[src/rtl/dct_pkg.sv]
package dct_pkg;

  typedef enum logic [1:0] {
    MODE_13    = 2'b00,
    MODE_16    = 2'b01,
    MODE_RLD   = 2'b10,
    MODE_SPLIT = 2'b11
  } dct_mode_e;

  // Per-channel nibble of the mode register
  typedef struct packed {
    logic      gate;
    logic      ext;
    dct_mode_e mode;
  } dct_chcfg_t;

endpackage

[src/rtl/dct_edge_sync.sv]
module dct_edge_sync #(
  parameter int STAGES = 2
) (
  input  logic clk,
  input  logic rst_n,
  input  logic pin,
  output logic fall
);
  logic [STAGES-1:0] sr_q, sr_d;
  logic              prev_q, prev_d;

  always_comb begin
    sr_d   = {sr_q[STAGES-2:0], pin};
    prev_d = sr_q[STAGES-1];
  end

  always_ff @(posedge clk or negedge rst_n) begin
    if (!rst_n) begin
      sr_q   <= '0;
      prev_q <= 1'b0;
    end else begin
      sr_q   <= sr_d;
      prev_q <= prev_d;
    end
  end

  assign fall = prev_q & ~sr_q[STAGES-1];

endmodule

[src/rtl/dct_channel.sv]
module dct_channel
  import dct_pkg::*;
#(
  parameter int DW       = 8,
  parameter int PRE_W    = 5,
  parameter bit SPLIT_OK = 1'b1
) (
  input  logic          clk,
  input  logic          rst_n,
  input  dct_mode_e     mode,
  input  logic          inc,
  input  logic          hi_inc,
  input  logic          wr_lo,
  input  logic          wr_hi,
  input  logic [DW-1:0] wdata,
  output logic [DW-1:0] lo,
  output logic [DW-1:0] hi,
  output logic          ovf_main,
  output logic          ovf_hi
);
  localparam logic [DW-1:0]    ONE  = 1;
  localparam logic [PRE_W-1:0] PONE = 1;

  logic [DW-1:0] lo_d, hi_d;
  logic          any_wr;

  always_comb begin
    lo_d     = lo;
    hi_d     = hi;
    ovf_main = 1'b0;
    ovf_hi   = 1'b0;
    any_wr   = wr_lo | wr_hi;
    case (mode)
      MODE_13: if (inc && !any_wr) begin
        lo_d[PRE_W-1:0] = lo[PRE_W-1:0] + PONE;
        if (&lo[PRE_W-1:0]) begin
          hi_d     = hi + ONE;
          ovf_main = &hi;
        end
      end
      MODE_16: if (inc && !any_wr) begin
        lo_d = lo + ONE;
        if (&lo) begin
          hi_d     = hi + ONE;
          ovf_main = &hi;
        end
      end
      MODE_RLD: if (inc && !any_wr) begin
        if (&lo) begin
          lo_d     = hi;
          ovf_main = 1'b1;
        end else begin
          lo_d = lo + ONE;
        end
      end
      default: if (SPLIT_OK) begin
        if (inc && !wr_lo) begin
          lo_d     = lo + ONE;
          ovf_main = &lo;
        end
        if (hi_inc && !wr_hi) begin
          hi_d   = hi + ONE;
          ovf_hi = &hi;
        end
      end
    endcase
    if (wr_lo) lo_d = wdata;
    if (wr_hi) hi_d = wdata;
  end

  always_ff @(posedge clk or negedge rst_n) begin
    if (!rst_n) begin
      lo <= '0;
      hi <= '0;
    end else begin
      lo <= lo_d;
      hi <= hi_d;
    end
  end


  frozen_chk: assert property (@(posedge clk) disable iff (!rst_n)
    (!SPLIT_OK && mode == MODE_SPLIT && !wr_lo && !wr_hi) |=> ($stable(lo) && $stable(hi)));


  wr_lo_chk: assert property (@(posedge clk) disable iff (!rst_n)
    wr_lo |=> (lo == $past(wdata)));


  reload_chk: assert property (@(posedge clk) disable iff (!rst_n)
    (mode == MODE_RLD && inc && (&lo) && !wr_lo && !wr_hi) |=> (lo == $past(hi)));

endmodule

[src/rtl/dual_cnt_timer.sv]
module dual_cnt_timer
  import dct_pkg::*;
#(
  parameter int              AW          = 8,
  parameter int              PRE_W       = 5,
  parameter int              SYNC_STAGES = 2,
  parameter logic [AW-1:0]   CTRL_ADDR   = 8'h88,
  parameter logic [AW-1:0]   MODE_ADDR   = 8'h89,
  parameter logic [AW-1:0]   CNT_BASE    = 8'h8A
) (
  input  logic          clk,
  input  logic          rst_ni,
  input  logic          tick_pre,
  input  logic [1:0]    clk_sel,
  input  logic [1:0]    gate_pol,
  input  logic [1:0]    gate_in,
  input  logic [1:0]    ext_pin,
  input  logic          bus_we,
  input  logic [AW-1:0] bus_addr,
  input  logic [7:0]    bus_wdata,
  output logic [7:0]    bus_rdata,
  output logic [1:0]    ovf_flag
);
  localparam int            DW   = 8;
  localparam int            NCH  = 2;
  localparam logic [AW-1:0] LO1A = CNT_BASE + AW'(1);
  localparam logic [AW-1:0] HI0A = CNT_BASE + AW'(2);
  localparam logic [AW-1:0] HI1A = CNT_BASE + AW'(3);

  // reset: asserted asynchronously, released on the clock
  logic [1:0] rs_q;
  logic       rst_n;
  always_ff @(posedge clk or negedge rst_ni) begin
    if (!rst_ni) rs_q <= 2'b00;
    else         rs_q <= {rs_q[0], 1'b1};
  end
  assign rst_n = rs_q[1];

  logic [DW-1:0]  mode_q, mode_d;
  logic [NCH-1:0] run_q, run_d, flag_q, flag_d;
  dct_chcfg_t     cfg [NCH];
  logic [NCH-1:0] wr_lo, wr_hi, fall, en, inc, hi_inc, ovm, ovh;
  logic [DW-1:0]  cnt_lo [NCH];
  logic [DW-1:0]  cnt_hi [NCH];
  logic           wr_ctrl, wr_mode, split0;

  always_comb begin
    wr_ctrl = bus_we && (bus_addr == CTRL_ADDR);
    wr_mode = bus_we && (bus_addr == MODE_ADDR);
    for (int i = 0; i < NCH; i++) begin
      cfg[i]   = dct_chcfg_t'(mode_q[4*i +: 4]);
      wr_lo[i] = bus_we && (bus_addr == CNT_BASE + AW'(i));
      wr_hi[i] = bus_we && (bus_addr == CNT_BASE + AW'(i + NCH));
    end
    split0 = (cfg[0].mode == MODE_SPLIT);
  end

  for (genvar g = 0; g < NCH; g++) begin : g_ch
    dct_edge_sync #(.STAGES(SYNC_STAGES)) u_sync (
      .clk(clk), .rst_n(rst_n), .pin(ext_pin[g]), .fall(fall[g])
    );

    assign en[g]  = run_q[g] & (~cfg[g].gate | (gate_in[g] ~^ gate_pol[g]));
    assign inc[g] = en[g] & (cfg[g].ext ? fall[g] : (clk_sel[g] | tick_pre));

    if (g == 0) begin : g_hi
      assign hi_inc[g] = run_q[1] & (clk_sel[0] | tick_pre);
    end else begin : g_nohi
      assign hi_inc[g] = 1'b0;
    end

    dct_channel #(.DW(DW), .PRE_W(PRE_W), .SPLIT_OK(g == 0)) u_ch (
      .clk(clk), .rst_n(rst_n), .mode(cfg[g].mode), .inc(inc[g]),
      .hi_inc(hi_inc[g]), .wr_lo(wr_lo[g]), .wr_hi(wr_hi[g]),
      .wdata(bus_wdata), .lo(cnt_lo[g]), .hi(cnt_hi[g]),
      .ovf_main(ovm[g]), .ovf_hi(ovh[g])
    );
  end

  always_comb begin
    mode_d    = mode_q;
    run_d     = run_q;
    flag_d[0] = flag_q[0] | ovm[0];
    flag_d[1] = flag_q[1] | (split0 ? ovh[0] : (ovm[1] | ovh[1]));
    if (wr_ctrl) begin
      run_d  = bus_wdata[1:0];
      flag_d = bus_wdata[3:2];
    end
    if (wr_mode) mode_d = bus_wdata;
  end

  always_ff @(posedge clk or negedge rst_n) begin
    if (!rst_n) begin
      mode_q <= '0;
      run_q  <= '0;
      flag_q <= '0;
    end else begin
      mode_q <= mode_d;
      run_q  <= run_d;
      flag_q <= flag_d;
    end
  end

  always_comb begin
    case (bus_addr)
      CTRL_ADDR: bus_rdata = {4'b0000, flag_q, run_q};
      MODE_ADDR: bus_rdata = mode_q;
      CNT_BASE:  bus_rdata = cnt_lo[0];
      LO1A:      bus_rdata = cnt_lo[1];
      HI0A:      bus_rdata = cnt_hi[0];
      HI1A:      bus_rdata = cnt_hi[1];
      default:   bus_rdata = '0;
    endcase
  end

  assign ovf_flag = flag_q;


  sticky_chk: assert property (@(posedge clk) disable iff (!rst_n)
    !wr_ctrl |=> ((flag_q & $past(flag_q)) == $past(flag_q)));


  halt_chk: assert property (@(posedge clk) disable iff (!rst_n)
    (!en[0] && !wr_lo[0] && !wr_hi[0] && !split0) |=> ($stable(cnt_lo[0]) && $stable(cnt_hi[0])));


  rst_flag_chk: assert property (@(posedge clk)
    !rst_n |-> (ovf_flag == 2'b00));

endmodule

[config.mk]
export PLATFORM = sky130hd
export DESIGN_NAME = dual_cnt_timer
export DESIGN_NICKNAME = d
export VERILOG_FILES = /design/src/rtl/dct_pkg.sv /design/src/rtl/dct_edge_sync.sv /design/src/rtl/dct_channel.sv /design/src/rtl/dual_cnt_timer.sv
export SDC_FILE = /design/constraint.sdc
export NUM_CORES = 1
export LEC_CHECK = 0
export ABC_CLOCK_PERIOD_IN_PS = 2300
export BUFFER_PORTS_ARGS = -buffer_cell sky130_fd_sc_hd__clkbuf_2
export CAP_MARGIN = 0
export CORE_UTILIZATION = 35
export CTS_BUF_LIST = sky130_fd_sc_hd__clkbuf_2 sky130_fd_sc_hd__clkbuf_4 sky130_fd_sc_hd__clkbuf_8
export CTS_CLUSTER_SIZE = 14
export DETAILED_ROUTE_END_ITERATION = 10
export SYNTH_ARGS = -nofsm -noshare
export SYNTH_HDL_FRONTEND = slang
export SYNTH_SLANG_ARGS = --single-unit
[constraint.sdc]
create_clock -name clk -period 2.3 [get_ports clk]
set_clock_uncertainty 0.15 [all_clocks]
set_input_delay 0.23 -clock clk [delete_from_list [all_inputs] [get_ports clk]]
set_output_delay 0.23 -clock clk [all_outputs]
set_load 0.01 [all_outputs]
==> results by group <==
Status
  – Status: finished clean

Floorplanning
  – Core footprint: 9950 um^2
  – DIE WIDTH: 104 um
  – Die ar.: 10,900 um^2
  – FP Rows: 36
  – I/O pin count: 38
  – Die Y: 104 um
  – Starting Density: a little under two fifths

Routing
  – Remaining DRCs: 0
  – Met1 wire length: 5210 um
  – Antenna Violating Nets Remaining: 0
  – WL met3: 748 um
  – DR vias/cell: 5.66
  – Initial drt markers: 289
  – Highest Signal Layer: met4
  – Routed wire length per instance: 18.4 um
  – Drt total wl: 11,100 um
  – Total number of vias: 3,431
  – First-pass DRT Iterations: 4
  – Routed length on met2: 5110 um

Logic synthesis
  – Most area-hungry cell type in the Yosys netlist: dfrtp_1
  – Avg Inst Size Synth: 9.01 um^2
  – Ys flop type: dfrtp_1
  – Proportion of synthesized chip area in sequential cells: 35.6%
  – Synth top cells by count: dfrtp_1 (52), nand2_1 (47), o21ai_0 (29)
  – Post-synth top area share: 35.6%
  – Count leader, synth: dfrtp_1
  – Yosys cell types: 66
  – Syn nets: ~450
  – Syn Inst Count: 406
  – Mapped cell area: 3660 um^2
  – Ranking of synthesized cells by area: dfrtp_1 (36%), nand2_1 (4.8%), ha_1 (4.8%)
  – Synth Warn #: 0
  – Yosys reg bits: between 50 and 60
  – Async set or reset register ratio after synthesis: 100%
  – Number of synthesized flops with an enable pin: 0

Placed design
  – Gpl congestion: 0.919
  – IO Port Bufs: 37
  – Post-DP HPWL: 8570 um

Critical path
  – Worst Path Max Fanout: 4
  – CP startpoint kind: flip-flop
  – Worst setup path start: g_ch[1].u_ch.lo[0]
  – CP Data Required Time: 2.35 ns
  – Crit path kind: flip-flop to flip-flop
  – Worst EP arrival: approximately 2.3 ns
  – Reg-to-reg startpoint: g_ch[1].u_ch.lo[0]
  – Reg2reg path depth: 8
  – Crit path capture type: flip-flop

Hold path
  – Hold Crit Depth: 3
  – Worst Min Path Start: bus_wdata[1]
  – Hold Crit Class: input port to flip-flop

Finish
  – Layout area overhead: 20.2%
  – Antenna cell count: 0
  – NumNets Final: 514
  – Share of cells above drive strength 1: 25.4%

Clock network
  – CTS tree: built
  – TritonCTS buffer count: 5
  – Sink Count: between 50 and 60
  – Htree depth: 2
  – CTS Root Cell: clkbuf_8
  – Clock latency on the worst-skew pair: 0.31 ns
  – CTS max path bufs: 2
  – Clk slew on worst S/H paths: 0.11 ns

Power and ir drop
  – Power density over the cells: 640 nW/um^2
  – Leak Pwr: 1.87 nW
  – VDD IR-drop max: 309 uV

Global routing
  – Pin count of the biggest net entering global routing: 32
  – Vias in the first global route: around 3,200
  – Tot GR Track Use: approximately a fifth
  – GRT Residual Overflow: 0
  – First-pass GRT wire length: 17,800 um
  – Initial antenna violation count: 0

STA
  – Period Utilization, post-route: 95.8%
  – Max Fclk: approximately 450 MHz
  – Endpoints failing hold: 0
  – Final setup viols: 0
  – RSZ-0062 raised after global routing: false
  – Final setup TNS: 0 ns
  – WHS: 0.0724 ns
  – Slew Limit Fails: 0
  – Final min period: approximately 2.2 ns

Run
  – Max cap viols: 0
[final timing paths]
check	to	slack, ns
max in group asynchronous	g_ch[1].u_ch.hi[3]	1.38
hold reg to reg	g_ch[0].u_ch.hi[1]	0.08
setup / recovery	g_ch[1].u_ch.hi[7]	0.1
setup reg to reg	g_ch[1].u_ch.hi[7]	0.1
hold / removal	g_ch[0].u_ch.hi[1]	0.07
min in group asynchronous	g_ch[0].u_ch.hi[1]	0.08
[registers in the layout, indices dropped and copies added (netlist names)]
signal / count
g_ch.u_ch.hi: 16
g_ch.u_ch.lo: 16
g_ch.u_sync.prev_q: 2
g_ch.u_sync.sr_q: 4
mode_q: 8
ovf_flag: 2
rs_q: 2
run_q: 2
[where the power goes]
group	internal, mW	switching [mW]	leakage, nW
clock network	0.341	0.325	0.0592
logic	0.431	0.454	1.17
registers	1.06	0.206	0.640
total	1.83	0.985	1.87
[cell type report]
class | count | area, um^2
multi-input combinational | 326 | 2280
timing repair buffer | 71 | 473
sequential | 52 | 1300
clock inverter | 2 | 38.8
inverter | 16 | 60.1
tap | 133 | 166
clock buffer | 6 | 76.3
fill | 973 | 5560
[layer usage]
layer | vias to the layer above | GRT usage, %
met4 | 0 | 3.37
li1 | 1636 | -
met2 | 148 | 33.4
met3 | 8 | 3.32
met5 | - | 0
met1 | 1639 | 30.7
[through the flow]
stage	std cells	worst slack (ns)	util [%]	power [mW]	cell area, um^2
global placement	593	0.131	42.2	2.12	4200
CTS	604	0.0609	43.7	2.81	4350
finish	606	0.0964	44.2	2.82	4400
global route	606	0.00210	44.2	3.00	4400
floorplan	406	0.0838	-	1.79	3660
detailed placement	593	0.0887	42.2	2.14	4200
[layout by cell type, fill, tap and decap left out, types with 4 or more instances in the layout]
cell,n
a21o_1,5
a21oi_1,16
a221oi_1,4
a22oi_1,7
and3_1,10
buf_4,29
clkbuf_2,37
clkbuf_8,5
dfrtp_1,51
ha_1,11
inv_1,16
mux2_2,10
mux2i_1,12
mux4_2,4
nand2_1,47
nand3_1,24
nor2_1,20
nor3_1,16
o21ai_0,29
o21ai_1,11
o22ai_1,6
o31ai_1,6
xnor2_1,10
xor2_1,6
[timing repair]
item                                    in CTS  in global routing
hold endpoints to repair                     4                  0
endpoints found under the setup margin       0                 10
resized for setup                            0                 10
hold buffers                                 3                  0
setup buffers                                0                  2
[logic make-up after synthesis]
family          count (synthesis)  share of synthesized area, %
fa+ha+maj                      14                          4.79
buf+inv                        28                          3.08
other cells                     1                         0.102
xor+xnor                       16                          3.83
compound gates                111                          20.2
mux                            27                          9.09
simple gates                  157                          23.4
flops                          52                          35.6
[worst max-delay path: stages, from the launching register on]
cell and delay, ns:
dfrtp_1 0.39, ha_1 0.25, and3_1 0.20, ha_1 0.21, mux2i_2 0.20, a21o_1 0.16, nor2_2 0.07, a21o_1 0.16
a221o_1 0.30
(Power assumes the default switching activity.)
